==> src/rtl/exc_ctrl_pkg.sv <==
package exc_ctrl_pkg;
  localparam int SYND_W = 32;

  typedef enum logic {
    CAUSE_UNDEF = 1'b0,
    CAUSE_OVF   = 1'b1
  } exc_cause_e;

  // Syndrome word: cause in bit 0, the rest reserved as zero.
  function automatic logic [SYND_W-1:0] syndrome_of(input exc_cause_e c);
    logic [SYND_W-1:0] w;
    w    = '0;
    w[0] = c;
    return w;
  endfunction
endpackage

==> src/rtl/exc_ctrl_arb.sv <==
module exc_ctrl_arb
  import exc_ctrl_pkg::*;
#(
  parameter int ADDR_W = 64
) (
  input  logic              id_valid,
  input  logic              id_undef,
  input  logic [ADDR_W-1:0] id_pc,
  input  logic              ex_valid,
  input  logic              ex_ovf,
  input  logic [ADDR_W-1:0] ex_pc,
  output logic              take,
  output logic              take_ex,
  output exc_cause_e        cause,
  output logic [ADDR_W-1:0] fault_pc
);
  logic id_hit;
  logic ex_hit;

  assign id_hit = id_valid && id_undef;
  assign ex_hit = ex_valid && ex_ovf;

  // The execute-stage instruction is older, so it wins.
  always_comb begin
    take_ex  = ex_hit;
    take     = ex_hit || id_hit;
    cause    = ex_hit ? CAUSE_OVF : CAUSE_UNDEF;
    fault_pc = ex_hit ? ex_pc : id_pc;
  end
endmodule

==> src/rtl/exc_ctrl_flush.sv <==
module exc_ctrl_flush (
  input  logic take,
  input  logic take_ex,
  input  logic ex_reg_wr,
  output logic flush_if,
  output logic flush_id,
  output logic flush_ex,
  output logic redirect,
  output logic reg_wr_ok
);
  // Every taken exception squashes IF and ID (faulting or younger).
  // EX is squashed only when it holds the faulting instruction.
  always_comb begin
    flush_if  = take;
    flush_id  = take;
    flush_ex  = take_ex;
    redirect  = take;
    reg_wr_ok = ex_reg_wr && !take_ex;
  end
endmodule

==> src/rtl/exc_ctrl_regs.sv <==
module exc_ctrl_regs
  import exc_ctrl_pkg::*;
#(
  parameter int ADDR_W     = 64,
  parameter int INSN_BYTES = 4
) (
  input  logic              clk,
  input  logic              rst_n,
  input  logic              take,
  input  exc_cause_e        cause,
  input  logic [ADDR_W-1:0] fault_pc,
  output logic [ADDR_W-1:0] elr,
  output logic [SYND_W-1:0] esr
);
  localparam logic [ADDR_W-1:0] STEP = ADDR_W'(INSN_BYTES);

  always_ff @(posedge clk) begin
    if (!rst_n) begin
      elr <= '0;
      esr <= '0;
    end else if (take) begin
      elr <= fault_pc + STEP;
      esr <= syndrome_of(cause);
    end
  end


  elr_link_chk: assert property (@(posedge clk) disable iff (!rst_n)
    take |=> elr == $past(fault_pc) + STEP);


  esr_reserved_chk: assert property (@(posedge clk) disable iff (!rst_n)
    take |=> esr[SYND_W-1:1] == '0);
endmodule

==> src/rtl/exc_ctrl.sv <==
module exc_ctrl
  import exc_ctrl_pkg::*;
#(
  parameter int              ADDR_W     = 64,
  parameter int              INSN_BYTES = 4,
  parameter logic [63:0]     ENTRY_ADDR = 64'h0000_0000_1C09_0000
) (
  input  logic              clk,
  input  logic              rst_n,
  input  logic              id_valid,
  input  logic              id_undef,
  input  logic [ADDR_W-1:0] id_pc,
  input  logic              ex_valid,
  input  logic              ex_ovf,
  input  logic [ADDR_W-1:0] ex_pc,
  input  logic              ex_reg_wr,
  output logic              flush_if,
  output logic              flush_id,
  output logic              flush_ex,
  output logic              pc_sel_handler,
  output logic [ADDR_W-1:0] handler_pc,
  output logic              ex_reg_wr_ok,
  output logic [ADDR_W-1:0] elr,
  output logic [SYND_W-1:0] esr
);
  logic              exc_take;
  logic              exc_take_ex;
  exc_cause_e        exc_cause;
  logic [ADDR_W-1:0] exc_pc;

  exc_ctrl_arb #(.ADDR_W(ADDR_W)) u_arb (
    .id_valid (id_valid),
    .id_undef (id_undef),
    .id_pc    (id_pc),
    .ex_valid (ex_valid),
    .ex_ovf   (ex_ovf),
    .ex_pc    (ex_pc),
    .take     (exc_take),
    .take_ex  (exc_take_ex),
    .cause    (exc_cause),
    .fault_pc (exc_pc)
  );

  exc_ctrl_flush u_flush (
    .take      (exc_take),
    .take_ex   (exc_take_ex),
    .ex_reg_wr (ex_reg_wr),
    .flush_if  (flush_if),
    .flush_id  (flush_id),
    .flush_ex  (flush_ex),
    .redirect  (pc_sel_handler),
    .reg_wr_ok (ex_reg_wr_ok)
  );

  exc_ctrl_regs #(.ADDR_W(ADDR_W), .INSN_BYTES(INSN_BYTES)) u_regs (
    .clk      (clk),
    .rst_n    (rst_n),
    .take     (exc_take),
    .cause    (exc_cause),
    .fault_pc (exc_pc),
    .elr      (elr),
    .esr      (esr)
  );

  assign handler_pc = ADDR_W'(ENTRY_ADDR);


  flush_front_chk: assert property (@(posedge clk) disable iff (!rst_n)
    pc_sel_handler |-> flush_if && flush_id);


  ovf_flush_chk: assert property (@(posedge clk) disable iff (!rst_n)
    (ex_valid && ex_ovf) |-> flush_ex && pc_sel_handler);


  oldest_wins_chk: assert property (@(posedge clk) disable iff (!rst_n)
    (ex_valid && ex_ovf && id_valid && id_undef) |=> esr[0] == 1'b1);


  no_fault_write_chk: assert property (@(posedge clk) disable iff (!rst_n)
    flush_ex |-> !ex_reg_wr_ok);


  regs_hold_chk: assert property (@(posedge clk) disable iff (!rst_n)
    !pc_sel_handler |=> $stable(elr) && $stable(esr));


  bubble_ignored_chk: assert property (@(posedge clk) disable iff (!rst_n)
    (!id_valid && !ex_valid) |-> !pc_sel_handler && !flush_ex);
endmodule

==> config.mk <==
export PLATFORM = sky130hd
export DESIGN_NAME = exc_ctrl
export DESIGN_NICKNAME = d
export VERILOG_FILES = /design/src/rtl/exc_ctrl_pkg.sv /design/src/rtl/exc_ctrl_arb.sv /design/src/rtl/exc_ctrl_flush.sv /design/src/rtl/exc_ctrl_regs.sv /design/src/rtl/exc_ctrl.sv
export SDC_FILE = /design/constraint.sdc
export NUM_CORES = 1
export LEC_CHECK = 0
export BUFFER_PORTS_ARGS = -buffer_cell sky130_fd_sc_hd__buf_2
export CORE_ASPECT_RATIO = 1.75
export CORE_MARGIN = 2
export CORE_UTILIZATION = 37
export DETAILED_ROUTE_END_ITERATION = 8
export PLACE_DENSITY_LB_ADDON = 0.3
export SYNTH_ARGS = -nofsm -noshare
export SYNTH_HDL_FRONTEND = slang
export SYNTH_SLANG_ARGS = --single-unit
==> constraint.sdc <==
create_clock -name clk -period 4.1 [get_ports clk]
set_input_delay 0.41 -clock clk [delete_from_list [all_inputs] [get_ports clk]]
set_output_delay 0.41 -clock clk [all_outputs]
set_load 0.05 [all_outputs]
# Yosys cells after proc, flatten, opt, wreduce, memory -nomap -nowiden
# Cells that the tools add are included.
[totals]
input_bits = 135
regBits = 65
wordCells = 10
[op_classes]
mux = 2
reduce_logical = 5
addsub = 1
[op_table]
columns = ["operator", "count"]
rows = [
  ["$add 64x3->64 const B", 1],
  ["$mux 64", 1],
  ["$logic_and 1x1->1", 3],
  ["$logic_not 1->1", 1],
  ["$logic_or 1x1->1", 1],
  ["$mux 1", 1],
]

# Longest topological paths before layout
# Gate-level depths: netlist of run 1.
[depth]
word_depth = 3
ltp_mapped = 22
mapped_depth_nobuf = 12

# Cells and area by module
# From an unflattened synthesis of run 1, not the netlist that was laid out.
[hier_totals]
cells_unflattened = 657
area_unflattened_um2 = 5439.0
[modules_own_cells]
columns = ["mod", "cells_each", "instances", "area_each_um2"]
rows = [
  ["exc_ctrl_regs", 510, 1, 3955.0],
  ["exc_ctrl_arb", 76, 1, 952.2],
  ["exc_ctrl", 66, 1, 488.0],
  ["exc_ctrl_flush", 5, 1, 43.8],
]

# Least setup slack after synthesis of run 1
# Ideal clock, no wire load.
[synth_path]
path_type = "input-to-reg"
from = "input port ex_valid"
to = "register u_regs.elr[48]"
stages = 20
t_required_ns = 4.037
path_buffers = 8
setup_time_ns = 0.063
setup_slack_ns = -0.376
arrival_time_ns = 4.413
cell_sequence = "nand2_2 inv_2 buf_6 buf_6 buf_2 buf_4 buf_2 buf_4 buf_2 buf_2 nand2_1 nand2_1 ha_1 inv_1 a21oi_1 nand2_1 or4_1 or4_1 or3_1 nand3_1"
[synth_via]
elab_chain_cells = 3
[synth_rtl]
columns = ["item", "line", "source"]
rows = [
  ["from (decl)", "exc_ctrl.sv:13", "input logic ex_valid,"],
  ["$logic_and 1x1->1 (*)", "exc_ctrl_arb.sv:21", "assign ex_hit = ex_valid && ex_ovf;"],
  ["via flush_ex", "exc_ctrl.sv:19", "output logic flush_ex,"],
  ["$mux 64", "exc_ctrl_arb.sv:28", "fault_pc = ex_hit ? ex_pc : id_pc;"],
  ["$add 64x3->64", "exc_ctrl_regs.sv:22", "elr <= fault_pc + STEP;"],
  ["to (signal assigned)", "exc_ctrl_regs.sv:22", ""],
  ["to (decl)", "exc_ctrl_regs.sv:12", "output logic [ADDR_W-1:0] elr,"],
]
# The timed path passes the listed nets; every way through them passes the cells marked *.
# A chain may end at the register's enable or synchronous reset.

# Worst setup path after layout of run 1
[layout_path]
from = "input port ex_valid"
to = "register u_regs.elr[43]"
[layout_via]
elab_chain_cells = 3
[layout_rtl]
columns = ["item", "line"]
rows = [
  ["$logic_and 1x1->1 (*)", "exc_ctrl_arb.sv:21"],
  ["$mux 64", "exc_ctrl_arb.sv:28"],
  ["$add 64x3->64", "exc_ctrl_regs.sv:22"],
]
# Every way passes the cells marked *; elsewhere a longest branch is shown, timed or not.

==> results.py, run 1 <==
metrics = {
    "logic_synthesis": {
        "synth.distinct_cells": 59,
        "synth-async-reset-ratio": 0,
        "syn_inst": 776,
        "ys.flop_type": "dfxtp_1",
        "synth-edff-count": 0,
        "synthTopCellsByArea": "dfxtp_1 (23%), buf_4 (13%), mux2i_1 (8.0%)",
        "synth_area_um2": 5720,
        "avgSynthCellArea_um2": 7.37,
        "synth_seq_cells": 65,
        "yosysTopAreaCellShare": 0.227,
        "yosysWarnings": 0,
        "synth.largest_area_cell": "dfxtp_1",
        "yosysSeqAreaShare": 0.227,
    },
    "critical_path": {
        "worstPathArrival_ns": 3.24,
        "critPathCaptureType": "flop",
        "timing_worst_setup_path_type": "input pin to flop",
        "required_ns": 4.33,
        "rr_worst_depth": 3,
        "r2r_setup_slack_ns": 3.29,
        "critPathMaxFanout": 18,
        "worstReg2RegEnd": "u_regs.elr[59]",
        "r2r-start": "u_regs.elr[59]",
        "start_kind": "input pin",
    },
    "layout": {
        "layout_common_cells": "buf_2 (204), nand2_1 (121), conb_1 (95), nand3_1 (65), dfxtp_1 (65)",
        "drive_above_1_share": 0.269,
        "layout_commonest_cell": "buf_2",
        "n_fill_cell": 1635,
        "n_antenna_cell": 0,
        "syn_to_final_growth_pct": 19.8,
        "nets": 1097,
    },
    "clock_network": {
        "cts_setup_buffers": 0,
        "cts_buffers": 9,
        "cts_resized": 0,
        "postCtsHoldBufs": 0,
        "clock-root-buffer": "clkbuf_16",
        "clk_pin_slew_ns": 0.06,
        "cts.sinks": 65,
        "clk_latency_ns": 0.34,
        "clockBufferDepth": 2,
        "htreeDepth": 3,
        "cts_tree": "yes",
    },
    "routing": {
        "wl_per_cell_um": 18.9,
        "first_pass_iters": 5,
        "dr_total_vias": 6350,
        "route.antenna.remaining_nets": 0,
        "wirelength_um": 21700,
        "drt_iter0_drc": 385,
        "route.detailed.drc": 0,
        "vias_per_cell": 5.51,
    },
    "floorplan": {
        "dieArea_um2": 16500,
        "fp.dieW_um": 98.0,
        "core-area_um2": 15200,
        "initial_core_util": 0.376,
        "die_y_um": 169,
        "io_pins": 300,
        "fp-row-count": 60,
    },
    "sta": {
        "tns_ns": 0,
        "rsz0062_at_grt": "no",
        "slew_violations": 0,
        "min_period_ns": 3.01,
        "relSlewSlack": 0.481,
        "setup_viol": 0,
        "max_freq_mhz": 332,
        "finClkSkew_ns": 0,
        "final-hold-violation-count": 0,
        "timing.hold.ws_ns": 0.337,
        "tightestPinTransition_ns": 0.778,
        "fin_crit_sh": 0.734,
    },
    "pwr": {
        "p_per_area_nw_per_um2": 344,
        "ir_worst_vdd_v": 0.000165,
        "p_leak_nw": 3.09,
    },
    "hold_path": {
        "hold_end": "u_regs.elr[1]",
        "hp-class": "input pin to flop",
        "holdPathStages": 3,
        "min-delay-start": "id_pc[1]",
    },
    "global_routing": {
        "antenna_found_initial": 0,
        "grt_usage": 0.250,
        "grt_max_degree": 49,
        "grt_overflow": 0,
        "grt_first_pass_wirelength_um": 32000,
        "first_global_vias": 5905,
    },
    "placement": {
        "io_buffer_count": 204,
        "globalplace.congestion": 0.950,
        "place_hpwl_um": 16900,
    },
    "run": {
        "drv_cap": 0,
    },
    "run_status": {
        "status": "finished clean",
    },
}
[cell families after synthesis]
logic type / synth area share
AO/OA/AOI/OAI: 0.138
XOR/XNOR: 0.0551
adder cells (fa/ha/maj): 0.00219
buffers and inverters: 0.171
flip-flops: 0.227
multiplexers: 0.100
other: 0.00131
AND/OR/NAND/NOR: 0.306
[where the power goes]
part	leakage, nW	switching [mW]	internal [mW]
Sequential	0.537	0.0274	0.683
Clock	0.144	0.293	0.486
Combinational	2.41	0.668	0.201
[cell type report]
type | instances | area, um^2 | share of cell area
Tap cell | 186 | 233 | 0.0339
Inverter | 8 | 31.3 | 0.00456
Timing Repair Buffer | 225 | 1190 | 0.174
Clock buffer | 13 | 250 | 0.0365
Multi-Input combinational cell | 652 | 3810 | 0.556
Clock inverter | 3 | 40.0 | 0.00584
Sequential cell | 65 | 1300 | 0.190
[synth_stat cells (3+ instances only)]
| master | n |
|---|---|
| nand2_1 | 121 |
| buf_4 | 99 |
| dfxtp_1 | 65 |
| nand3_1 | 65 |
| mux2i_1 | 46 |
| nand4_1 | 46 |
| o21ai_0 | 44 |
| nor2_1 | 27 |
| clkbuf_1 | 25 |
| a21oi_1 | 24 |
| xnor2_1 | 19 |
| xor2_1 | 17 |
| buf_2 | 15 |
| nor3_1 | 14 |
| nor4_1 | 14 |
| and3_1 | 12 |
| mux2_2 | 10 |
| a211oi_1 | 8 |
| and2_1 | 8 |
| inv_1 | 7 |
| or3_1 | 7 |
| a211o_1 | 6 |
| o211ai_1 | 6 |
| a31oi_1 | 5 |
| and4_1 | 5 |
| o21ai_1 | 5 |
| nand2b_1 | 4 |
| o311ai_0 | 4 |
| a311o_1 | 3 |
| buf_1 | 3 |
| nand4b_1 | 3 |
| nor4b_1 | 3 |
| o31a_1 | 3 |
| or4_1 | 3 |
[routing by layer]
metal	wire length (um)	track usage
met5	0	0
met3	1670	0.0508
met2	11400	0.461
met4	1390	0.161
met1	7330	0.250
[through the flow]
step / cell area (um^2) / worst slack [ns] / total power, mW / util / std cells
after floorplan: 6080 / 0.0163 / 1.42 / - / 869
after global placement: 6570 / 0.796 / 1.58 / 0.431 / 1136
after detailed placement: 6570 / 0.752 / 1.59 / 0.431 / 1136
after CTS: 6860 / 1.10 / 2.36 / 0.450 / 1152
after global routing: 6860 / 0.805 / 2.45 / 0.450 / 1152
final: 6860 / 1.09 / 2.36 / 0.450 / 1152
[critical path, stage by stage]
cell	delay [ns]
buf_2	0.11
nand2_2	0.08
clkinv_2	0.25
o21ai_1	0.49
nand4_1	0.29
or4b_1	0.63
nor4_1	0.57
nor3_1	0.09
a311o_1	0.33
[registers in the layout, indices dropped and copies added, names as in the netlist]
| register | count |
|---|---|
| u_regs.elr | 64 |
| u_regs.esr | 1 |
[how the worst max path moves through the flow]
stage	startpoint	end	slack (ns)	cells past startpoint
final	ex_valid	u_regs.elr[43]	1.09	9
after global routing	ex_valid	u_regs.elr[57]	0.80	10
after CTS	ex_valid	u_regs.elr[43]	1.10	9
after detailed placement	ex_valid	u_regs.elr[43]	0.75	9
after global placement	ex_valid	u_regs.elr[48]	0.80	12
after floorplan	ex_valid	u_regs.elr[48]	0.02	20
(Power assumes the default switching activity.)
==> run 2, diff against run 1 <==
ABC_AREA = 1   (was unset)
clock period = 2.9 ns   (was 4.1 ns; I/O delays follow)
==> results.py, run 2 <==
metrics = {
    "floorplan": {
        "fp-row-count": 67,
        "io_pins": 300,
        "initial_core_util": 0.375,
        "dieArea_um2": 20500,
        "die_y_um": 188,
        "fp.dieW_um": 109,
        "core-area_um2": 19000,
    },
    "clock_network": {
        "clockBufferDepth": 2,
        "cts_tree": "yes",
        "cts_buffers": 9,
        "clock-root-buffer": "clkbuf_16",
        "clk_pin_slew_ns": 0.06,
        "htreeDepth": 3,
        "cts_resized": 0,
        "clk_latency_ns": 0.34,
        "postCtsHoldBufs": 0,
        "cts_setup_buffers": 0,
        "cts.sinks": 65,
    },
    "critical_path": {
        "start_kind": "input pin",
        "critPathCaptureType": "flop",
        "timing_worst_setup_path_type": "input pin to flop",
        "r2r-start": "u_regs.elr[25]",
        "worstReg2RegEnd": "u_regs.elr[25]",
        "required_ns": 3.14,
        "r2r_setup_slack_ns": 2.06,
        "worstPathArrival_ns": 2.60,
        "critPathMaxFanout": 20,
        "rr_worst_depth": 2,
    },
    "global_routing": {
        "antenna_found_initial": 0,
        "grt_max_degree": 103,
        "first_global_vias": 7907,
        "grt_overflow": 0,
        "grt_first_pass_wirelength_um": 43100,
        "grt_usage": 0.285,
    },
    "routing": {
        "route.antenna.remaining_nets": 0,
        "wirelength_um": 28900,
        "drt_iter0_drc": 422,
        "dr_total_vias": 8194,
        "first_pass_iters": 5,
        "route.detailed.drc": 0,
        "wl_per_cell_um": 16.9,
        "vias_per_cell": 4.80,
    },
    "logic_synthesis": {
        "synth-edff-count": 0,
        "synth-async-reset-ratio": 0,
        "synthTopCellsByArea": "nand2_1 (21%), dfxtp_1 (18%), buf_4 (11%)",
        "yosysSeqAreaShare": 0.182,
        "yosysTopAreaCellShare": 0.208,
        "synth.distinct_cells": 33,
        "avgSynthCellArea_um2": 5.59,
        "synth_seq_cells": 65,
        "yosysWarnings": 0,
        "synth_most_common_cell": "nand2_1",
        "syn_inst": 1278,
        "synth_area_um2": 7140,
        "synth.largest_area_cell": "nand2_1",
        "ys.flop_type": "dfxtp_1",
        "synth_top_cells_by_count": "nand2_1 (395), inv_1 (171), nor2_1 (137)",
    },
    "run_status": {
        "status": "finished clean",
    },
    "layout": {
        "layout_common_cells": "nand2_1 (394), buf_2 (204), inv_1 (171), nor2_1 (137), nand3_1 (129)",
        "largest_register_ffs": 64,
        "syn_to_final_growth_pct": 15.6,
        "layout_commonest_cell": "nand2_1",
        "final_util": 0.434,
        "reg_top3": "u_regs.elr x64, u_regs.esr x1",
        "n_antenna_cell": 0,
        "drive_above_1_share": 0.211,
        "nets": 1597,
        "regMostFlops": "u_regs.elr",
    },
    "placement": {
        "place_hpwl_um": 24300,
        "globalplace.congestion": 0.993,
        "io_buffer_count": 204,
    },
    "sta": {
        "min_period_ns": 2.36,
        "tightestPinTransition_ns": 0.735,
        "setup_viol": 0,
        "relSlewSlack": 0.510,
        "fin_crit_sh": 0.813,
        "max_freq_mhz": 424,
        "slew_violations": 0,
        "rsz0062_at_grt": "no",
        "finClkSkew_ns": 0,
        "tns_ns": 0,
        "final-hold-violation-count": 0,
    },
    "hold_path": {
        "holdPathStages": 4,
        "hold_end": "u_regs.esr[0]",
        "min-delay-start": "id_undef",
        "hp-class": "input pin to flop",
    },
    "pwr": {
        "ir_worst_vdd_v": 0.000297,
        "p_per_area_nw_per_um2": 454,
        "p_leak_nw": 4.68,
    },
    "run": {
        "drv_cap": 0,
    },
}
==> run 2: changes by cell type after synthesis, sizes merged, moves of 16 or more <==
| cell | change |
|---|---|
| nor2 | +145 |
| nand2 | +297 |
| o21bai | +17 |
| inv | +164 |
| nor4 | -16 |
| o21ai | +36 |
| nand3 | +65 |
| nand4 | -29 |
| mux2i | -46 |
==> run 2: cells by family after synthesis <==
family | share of synthesized area
AOI/OAI and AO/OA | 0.104
buffers and inverters | 0.241
adders and majority gates | 0.00175
DFF | 0.182
and+or+nand+nor | 0.452
other | 0.00105
xor gates and xnor gates | 0.0184
==> run 2: report_power, final <==
group	internal, mW	total [mW]	switching [mW]
logic	0.325	1.49	1.16
registers	0.972	1.01	0.0420
clock network	0.780	1.25	0.469
total	2.08	3.75	1.67
==> run 2: final cells by class <==
type	instances	area, um^2
fill	2205	10800
multi-input combinational	989	4470
sequential	65	1300
timing repair buffer	223	1200
inverter	173	649
tap	241	302
clock buffer	10	239
clock inverter	6	91.3
==> run 2: worst max-delay path: stages <==
cell and delay (ns):
buf_2 0.23, nand2_8 0.11, buf_4 0.26, nand2_1 0.08, nand2_1 0.12, ha_1 0.24, inv_1 0.07, nor2_1 0.29
nand3_2 0.21, nor2_2 0.24, xor2_1 0.25, nand2_1 0.08, nand2_1 0.07, inv_1 0.03
==> run 2: through the flow <==
step           hold slack, ns  instance area, um^2  std cells  total power, mW  setup WS, ns
2_1_floorplan           0.481                 7490       1371             2.21         0.782
4_1_cts                 0.259                 8260       1707             3.76         0.534
3_5_place_dp            0.456                 7930       1691             2.52         0.187
3_3_place_gp            0.454                 7930       1691             2.51         0.213
6_report                0.259                 8260       1707             3.75         0.543
5_1_grt                 0.297                 8260       1707             3.91         0.297
==> run 2: routing by layer <==
| layer | wire length, um | GRT usage | vias up |
|---|---|---|---|
| li1 | - | - | 4135 |
| met1 | 9260 | 0.259 | 3625 |
| met2 | 15900 | 0.550 | 339 |
| met3 | 1130 | 0.0268 | 95 |
| met4 | 2610 | 0.220 | 0 |
| met5 | 0 | 0 | - |
==> run 2: worst max-delay path by stage <==
stage	endpoint	start	depth (start not counted)	slack [ns]
final	u_regs.elr[28]	ex_ovf	14	0.54
after global routing	u_regs.elr[62]	ex_ovf	14	0.30
after CTS	u_regs.elr[28]	ex_ovf	14	0.53
after detailed placement	u_regs.elr[28]	ex_ovf	14	0.19
after global placement	u_regs.elr[48]	ex_ovf	15	0.21
after floorplan	flush_if	ex_valid	9	0.78
